## config.mk

```make
export PLATFORM = sky130hd
export DESIGN_NAME = cfg_image_loader
export DESIGN_NICKNAME = d
export VERILOG_FILES = /design/src/rtl/cfg_ldr_pkg.sv /design/src/rtl/cfg_ldr_settle.sv /design/src/rtl/cfg_ldr_hdr.sv /design/src/rtl/cfg_image_loader.sv
export SDC_FILE = /design/constraint.sdc
export NUM_CORES = 1
export LEC_CHECK = 0
export ABC_AREA = 1
export ABC_CLOCK_PERIOD_IN_PS = 2350
export CAP_MARGIN = 10
export CORE_MARGIN = 10
export CORE_UTILIZATION = 61
export DETAILED_ROUTE_END_ITERATION = 8
export PLACE_DENSITY = 0.86
export REMOVE_ABC_BUFFERS = 1
export SYNTH_ARGS = -nofsm -noshare
export SYNTH_HDL_FRONTEND = slang
export SYNTH_SLANG_ARGS = --single-unit
```

## constraint.sdc

```tcl
create_clock -name clk -period 2.35 [get_ports clk]
set_input_delay 0.47 -clock clk [delete_from_list [all_inputs] [get_ports clk]]
set_output_delay 0.47 -clock clk [all_outputs]
set_load 0.02 [all_outputs]
```

## src/rtl/cfg_ldr_pkg.sv

```systemverilog
package cfg_ldr_pkg;

    localparam int HDR_BYTES   = 16;
    localparam int FIELD_BYTES = 4;
    localparam int HDR_IDX_W   = $clog2(HDR_BYTES);

    typedef enum logic [3:0] {
        ST_IDLE,
        ST_RST,
        ST_WAIT_RST,
        ST_DUMMY,
        ST_WAIT_DUM,
        ST_HDR,
        ST_PAY,
        ST_PAD,
        ST_CHK
    } ldr_state_e;

endpackage

```

## src/rtl/cfg_ldr_settle.sv

```systemverilog
module cfg_ldr_settle #(
    parameter int CYCLES = 4,
    parameter int CNT_W  = $clog2(CYCLES + 2)
) (
    input  logic clk,
    input  logic rst_n,
    input  logic load_i,
    output logic expired_o
);

    localparam logic [CNT_W-1:0] LOAD_VAL = CNT_W'(CYCLES);

    logic [CNT_W-1:0] cnt_d, cnt_q;

    always_comb begin
        cnt_d = cnt_q;
        if (load_i) begin
            cnt_d = LOAD_VAL;
        end else if (cnt_q != '0) begin
            cnt_d = cnt_q - CNT_W'(1);
        end
    end

    always_ff @(posedge clk or negedge rst_n) begin
        if (!rst_n) begin
            cnt_q <= '0;
        end else begin
            cnt_q <= cnt_d;
        end
    end

    assign expired_o = (cnt_q == '0);


    settle_mono_chk: assert property (@(posedge clk) disable iff (!rst_n)
        !load_i |=> (cnt_q <= $past(cnt_q)));

endmodule

```

## src/rtl/cfg_ldr_hdr.sv

```systemverilog
module cfg_ldr_hdr
    import cfg_ldr_pkg::*;
#(
    parameter int NUM_FIELDS = 3
) (
    input  logic                 clk,
    input  logic                 rst_n,
    input  logic                 clr_i,
    input  logic                 wr_i,
    input  logic [HDR_IDX_W-1:0] idx_i,
    input  logic [7:0]           byte_i,
    output logic [31:0]          len_o,
    output logic [31:0]          ver_o,
    output logic [31:0]          date_o
);

    logic [31:0] field_d [NUM_FIELDS];
    logic [31:0] field_q [NUM_FIELDS];

    for (genvar f = 0; f < NUM_FIELDS; f++) begin : g_field
        localparam logic [1:0] SLOT = 2'(f);

        always_comb begin
            field_d[f] = field_q[f];
            if (clr_i) begin
                field_d[f] = '0;
            end else if (wr_i && (idx_i[HDR_IDX_W-1:2] == SLOT)) begin
                field_d[f] = {field_q[f][23:0], byte_i};
            end
        end

        always_ff @(posedge clk or negedge rst_n) begin
            if (!rst_n) begin
                field_q[f] <= '0;
            end else begin
                field_q[f] <= field_d[f];
            end
        end
    end

    assign len_o  = field_q[0];
    assign ver_o  = field_q[1];
    assign date_o = field_q[2];


    hdr_hold_chk: assert property (@(posedge clk) disable iff (!rst_n)
        (!wr_i && !clr_i) |=> ($stable(len_o) && $stable(ver_o) && $stable(date_o)));

endmodule

```

## src/rtl/cfg_image_loader.sv

```systemverilog
module cfg_image_loader
    import cfg_ldr_pkg::*;
#(
    parameter int LEN_W         = 32,
    parameter int SETTLE_CYCLES = 4,
    parameter int PAD_WRITES    = 5
) (
    input  logic        clk,
    input  logic        rst_n,
    input  logic        start_i,
    input  logic        in_valid_i,
    input  logic [7:0]  in_data_i,
    input  logic        in_last_i,
    output logic        in_ready_o,
    output logic        cfg_rst_req_o,
    output logic        cfg_we_o,
    output logic [7:0]  cfg_data_o,
    input  logic        cfg_err_i,
    output logic        done_o,
    output logic        err_o,
    output logic [31:0] version_o,
    output logic [31:0] date_o
);

    localparam int PAD_W = $clog2(PAD_WRITES + 1);
    localparam logic [PAD_W-1:0]     PAD_LAST = PAD_W'(PAD_WRITES - 1);
    localparam logic [HDR_IDX_W-1:0] HDR_LAST = HDR_IDX_W'(HDR_BYTES - 1);

    typedef struct packed {
        ldr_state_e           st;
        logic [HDR_IDX_W-1:0] hidx;
        logic [LEN_W-1:0]     remain;
        logic [PAD_W-1:0]     pad;
        logic                 we;
        logic [7:0]           data;
        logic                 rst_req;
        logic                 done;
        logic                 err;
    } ldr_regs_t;

    ldr_regs_t d, q;

    logic        accept;
    logic        tmr_load;
    logic        tmr_expired;
    logic        hdr_clr;
    logic        hdr_wr;
    logic [31:0] len_word;
    logic [LEN_W-1:0] len_val;

    assign in_ready_o = (q.st == ST_HDR) || (q.st == ST_PAY);
    assign accept     = in_valid_i && in_ready_o;
    assign tmr_load   = (q.st == ST_RST) || (q.st == ST_DUMMY);
    assign hdr_clr    = (q.st == ST_IDLE) && start_i;
    assign hdr_wr     = (q.st == ST_HDR) && accept;
    assign len_val    = len_word[LEN_W-1:0];

    cfg_ldr_settle #(
        .CYCLES (SETTLE_CYCLES)
    ) u_settle (
        .clk       (clk),
        .rst_n     (rst_n),
        .load_i    (tmr_load),
        .expired_o (tmr_expired)
    );

    cfg_ldr_hdr #(
        .NUM_FIELDS (3)
    ) u_hdr (
        .clk    (clk),
        .rst_n  (rst_n),
        .clr_i  (hdr_clr),
        .wr_i   (hdr_wr),
        .idx_i  (q.hidx),
        .byte_i (in_data_i),
        .len_o  (len_word),
        .ver_o  (version_o),
        .date_o (date_o)
    );

    always_comb begin
        d         = q;
        d.we      = 1'b0;
        d.rst_req = 1'b0;
        unique case (q.st)
            ST_IDLE: begin
                if (start_i) begin
                    d.st   = ST_RST;
                    d.done = 1'b0;
                    d.err  = 1'b0;
                end
            end
            ST_RST: begin
                d.rst_req = 1'b1;
                d.st      = ST_WAIT_RST;
            end
            ST_WAIT_RST: begin
                if (tmr_expired) begin
                    d.st = ST_DUMMY;
                end
            end
            ST_DUMMY: begin
                d.we   = 1'b1;
                d.data = 8'h00;
                d.st   = ST_WAIT_DUM;
            end
            ST_WAIT_DUM: begin
                if (tmr_expired) begin
                    d.st   = ST_HDR;
                    d.hidx = '0;
                end
            end
            ST_HDR: begin
                if (accept) begin
                    d.hidx = q.hidx + HDR_IDX_W'(1);
                    if (q.hidx == HDR_LAST) begin
                        if (len_val == '0) begin
                            d.st  = ST_PAD;
                            d.pad = '0;
                        end else if (in_last_i) begin
                            d.st   = ST_IDLE;
                            d.done = 1'b1;
                            d.err  = 1'b1;
                        end else begin
                            d.st     = ST_PAY;
                            d.remain = len_val;
                        end
                    end else if (in_last_i) begin
                        d.st   = ST_IDLE;
                        d.done = 1'b1;
                        d.err  = 1'b1;
                    end
                end
            end
            ST_PAY: begin
                if (accept) begin
                    d.we     = 1'b1;
                    d.data   = in_data_i;
                    d.remain = q.remain - LEN_W'(1);
                    if (q.remain == LEN_W'(1)) begin
                        d.st  = ST_PAD;
                        d.pad = '0;
                    end else if (in_last_i) begin
                        d.st   = ST_IDLE;
                        d.done = 1'b1;
                        d.err  = 1'b1;
                    end
                end
            end
            ST_PAD: begin
                d.we   = 1'b1;
                d.data = 8'h00;
                d.pad  = q.pad + PAD_W'(1);
                if (q.pad == PAD_LAST) begin
                    d.st = ST_CHK;
                end
            end
            ST_CHK: begin
                d.st   = ST_IDLE;
                d.done = 1'b1;
                d.err  = cfg_err_i;
            end
            default: begin
                d.st = ST_IDLE;
            end
        endcase
    end

    always_ff @(posedge clk or negedge rst_n) begin
        if (!rst_n) begin
            q <= '{st: ST_IDLE, hidx: '0, remain: '0, pad: '0, we: 1'b0,
                   data: 8'h00, rst_req: 1'b0, done: 1'b0, err: 1'b0};
        end else begin
            q <= d;
        end
    end

    assign cfg_rst_req_o = q.rst_req;
    assign cfg_we_o      = q.we;
    assign cfg_data_o    = q.data;
    assign done_o        = q.done;
    assign err_o         = q.err;


    rst_pulse_chk: assert property (@(posedge clk) disable iff (!rst_n)
        cfg_rst_req_o |=> !cfg_rst_req_o);


    pad_zero_chk: assert property (@(posedge clk) disable iff (!rst_n)
        (q.st == ST_PAD) |=> (cfg_we_o && (cfg_data_o == 8'h00) && !in_ready_o));


    remain_live_chk: assert property (@(posedge clk) disable iff (!rst_n)
        (q.st == ST_PAY) |-> (q.remain != '0));


    err_done_chk: assert property (@(posedge clk) disable iff (!rst_n)
        err_o |-> done_o);

endmodule

```

==> metrics.txt <==
DR iter-0 viols 855; Startpoint Class flop; P per Cell Area roughly 1200 mW/mm²; reg-to-reg endpoint q[35]; initial antenna violation count 0; n_diodes 0; core footprint roughly 0.013 mm²; Congestion Overflow GR 0; Core Rows approximately 40; Hold Path Cell Cnt 2; CP Data Required Time 1.88 ns; Worst Setup Path Type reg2out; vias in the first global route around 6700; sequential area share after synthesis ~50%; die extent in y between 100 and 150 µm; clock skew about 0.0071 ns; RePlAce Congestion approximately 0.92; Slew Limit Fails 0; Mapped Cells ~1000; Net Sw Frac a little over two fifths; Area Overhead vs Synth 21.4%; clk sink count about 150; number of remaining DRC errors 0; RSZ-0062 raised after global routing no; first-pass GRT wire length around 35000 µm; gr usage total between 20% and 30%; Highest Clock Rate 0.479 GHz; Worst VDD drop approximately 880 µV; syn_area_per_cell 7.86 µm²; Post-Route WL 20900 µm; min-delay src done_o; Synth Flop Type dfrtp_1; FF-to-FF setup slack 0.28 ns; share of post-route cells with drive strength above 1 under 10%; Finish-stage setup viols 0; Tcrit/Tclk final between 80% and 90%; Yosys warnings 0; Maximum Capacitance Violations 0; Clock Power Share 27.8%; CTS max path bufs 2; largest net degree at the start of global routing 59; Flop pwr share ~34%; Post-synth ARST share 100%; Synth Register Bits approximately 150; TritonCTS clock tree done; crit end category primary output; Static Leak between 4 and 5 nW; worst r2r src q[15]; Pwr Total 11.0 mW; Worst EP arrival between 1.5 and 2 ns; worst-case hold path end point done_o; Psw approximately 4.6 mW; final hold violations 0; H-tree depth 4; Worst-path clk slew 0.06 ns; root buffer cell clkbuf_16; Netlist cell types 36; EDFF count, synth 0; DRT antenna net count 0; DR pass1 iterations 7; WL per Instance ~17 µm; P_int around 6.4 mW; DP Cell Count 1222; NumNets Final about 1100; DR vias/cell between 5 and 6; minimum clock period ~2.1 ns; FF-to-FF path depth 11; Die X between 100 and 150 µm; Slew HR between 40% and 50%; starting density of the core between 60% and 70%; Comb power frac approximately 39%; Syn Std Cell Area 0.00775 mm²; outcome complete, no violations; worst hold path type reg2reg; Num CTS Buffers 17; post-DP HPWL around 14000 µm; boundary pin count 91; Finished Layout Cells between 1000 and 1500; Setup Fix Bufs, Post-CTS 0; clk_lat worst skew roughly 0.43 ns; pin slew with the least headroom to its limit 0.791 ns; Port Buffer Count 90; Critical Path Fanout Max 7; vias ~7000; die area approximately 0.018 mm²
## synthesized netlist by cell type (all sizes together) (6+ instances only)
cell type	number	area (µm²)
nor2	102	403
o21ai	113	599
nand3	73	390
dfrtp	154	3850
inv	151	569
xor2	6	52.6
o22ai	48	307
nand2	261	997
buf	36	255
a21oi	11	55.1
ha	7	87.6
## cell families after synthesis
family | share of synthesized area (%)
AO/OA/AOI/OAI | 13.0
multiplexers | 0.129
XOR/XNOR | 0.904
flip-flops | 49.7
adder cells (fa/ha/maj) | 1.13
AND/OR/NAND/NOR | 24.2
buffers and inverters | 10.9
## per-layer routing
metal,share of wire (%),global-route usage [%]
met5,0,0
met4,1.8,7.27
met3,7.4,7.34
met2,50,40.2
met1,41,28.9
## cell usage in the layout (no fill, tap or decap), types with 2 or more instances in the layout
master | Yosys | final
xnor2_1 | 2 | 2
buf_4 | 13 | 11
nor2_4 | 2 | 2
bufinv_16 | 0 | 4
a21oi_1 | 11 | 11
o22ai_1 | 47 | 47
inv_2 | 7 | 7
clkinv_4 | 0 | 2
o21ai_1 | 13 | 13
nor3_4 | 3 | 3
inv_1 | 143 | 143
dfrtp_2 | 0 | 2
nand2_2 | 4 | 4
o21ai_0 | 91 | 91
clkdlybuf4s50_1 | 0 | 88
nand2_1 | 256 | 256
nor2_2 | 2 | 4
buf_12 | 0 | 3
inv_8 | 0 | 4
clkbuf_16 | 0 | 17
o21ai_2 | 9 | 9
ha_1 | 7 | 7
nand3_4 | 2 | 2
nand3_1 | 71 | 71
nor2_1 | 98 | 97
dfrtp_1 | 154 | 152
inv_6 | 0 | 5
xor2_1 | 6 | 6
o21bai_1 | 4 | 4
nand4_1 | 4 | 4
## per-stage QoR
step / utilization [%] / cell area, µm² / setup TNS [ns] / hold slack [ns] / setup WS (ns)
floorplan: - / 7480 / 0 / 0.174 / 0.148
global placement: 69.8 / 8740 / -1.01 / 0.405 / -0.111
detailed placement: 69.8 / 8740 / -1.23 / 0.413 / -0.165
CTS: 75.1 / 9400 / 0 / 0.485 / 0.0221
global route: 75.2 / 9410 / 0 / 0.519 / 0.0862
finish: 75.2 / 9410 / 0 / 0.480 / 0.262
## worst max-delay path by stage
stage               slack [ns]        endpoint  cells past startpoint       start
floorplan                 0.15  u_hdr.ver_o[9]                      8       q[51]
global placement         -0.11  u_hdr.ver_o[9]                      6  in_valid_i
detailed placement       -0.16  u_hdr.ver_o[9]                      6  in_valid_i
CTS                       0.02  u_hdr.ver_o[9]                      8       q[52]
global route              0.09           q[35]                     11       q[15]
finish                    0.26      in_ready_o                      6       q[54]
## timing repair
action	CTS	global route
pin swaps	0	1
endpoints found under the setup margin	2	16
cloned	0	1
resized for setup	2	4
endpoints found under the hold margin	39	0
hold buffers	1	0
## sequential cells by signal, summed over array words and instances, names as in the netlist
name	flops
u_hdr.ver_o	32
q	43
err_o	1
u_hdr.date_o	32
cfg_we_o	1
cfg_rst_req_o	1
done_o	1
u_settle.cnt_q	3
u_hdr.len_o	32
cfg_data_o	8
## power by group through the flow
stage | clock network, mW | logic [mW] | registers (mW)
detailed placement | 0 | 4.12 | 3.70
floorplan | 0 | 2.75 | 3.75
finish | 3.05 | 4.23 | 3.69
global placement | 0 | 4.00 | 3.69
CTS | 3.07 | 4.16 | 3.67
global route | 3.18 | 4.74 | 3.77
## final cells by class
class | count | area, µm²
multi-input cells | 640 | 3060
fillers | 908 | 3110
well taps | 172 | 215
flip-flops and latches | 154 | 3860
inverters | 153 | 578
clock buffers | 17 | 425
repair buffers | 105 | 1050
clock inverters | 15 | 226
## critical path, stage by stage (launching register included)
cell and delay, ns:
dfrtp_1 0.43, inv_2 0.08, nand2_2 0.12, nor2_1 0.18, nand2_2 0.12, inv_1 0.09, clkbuf_2 0.17
Power figures use the tool's default switching activity.
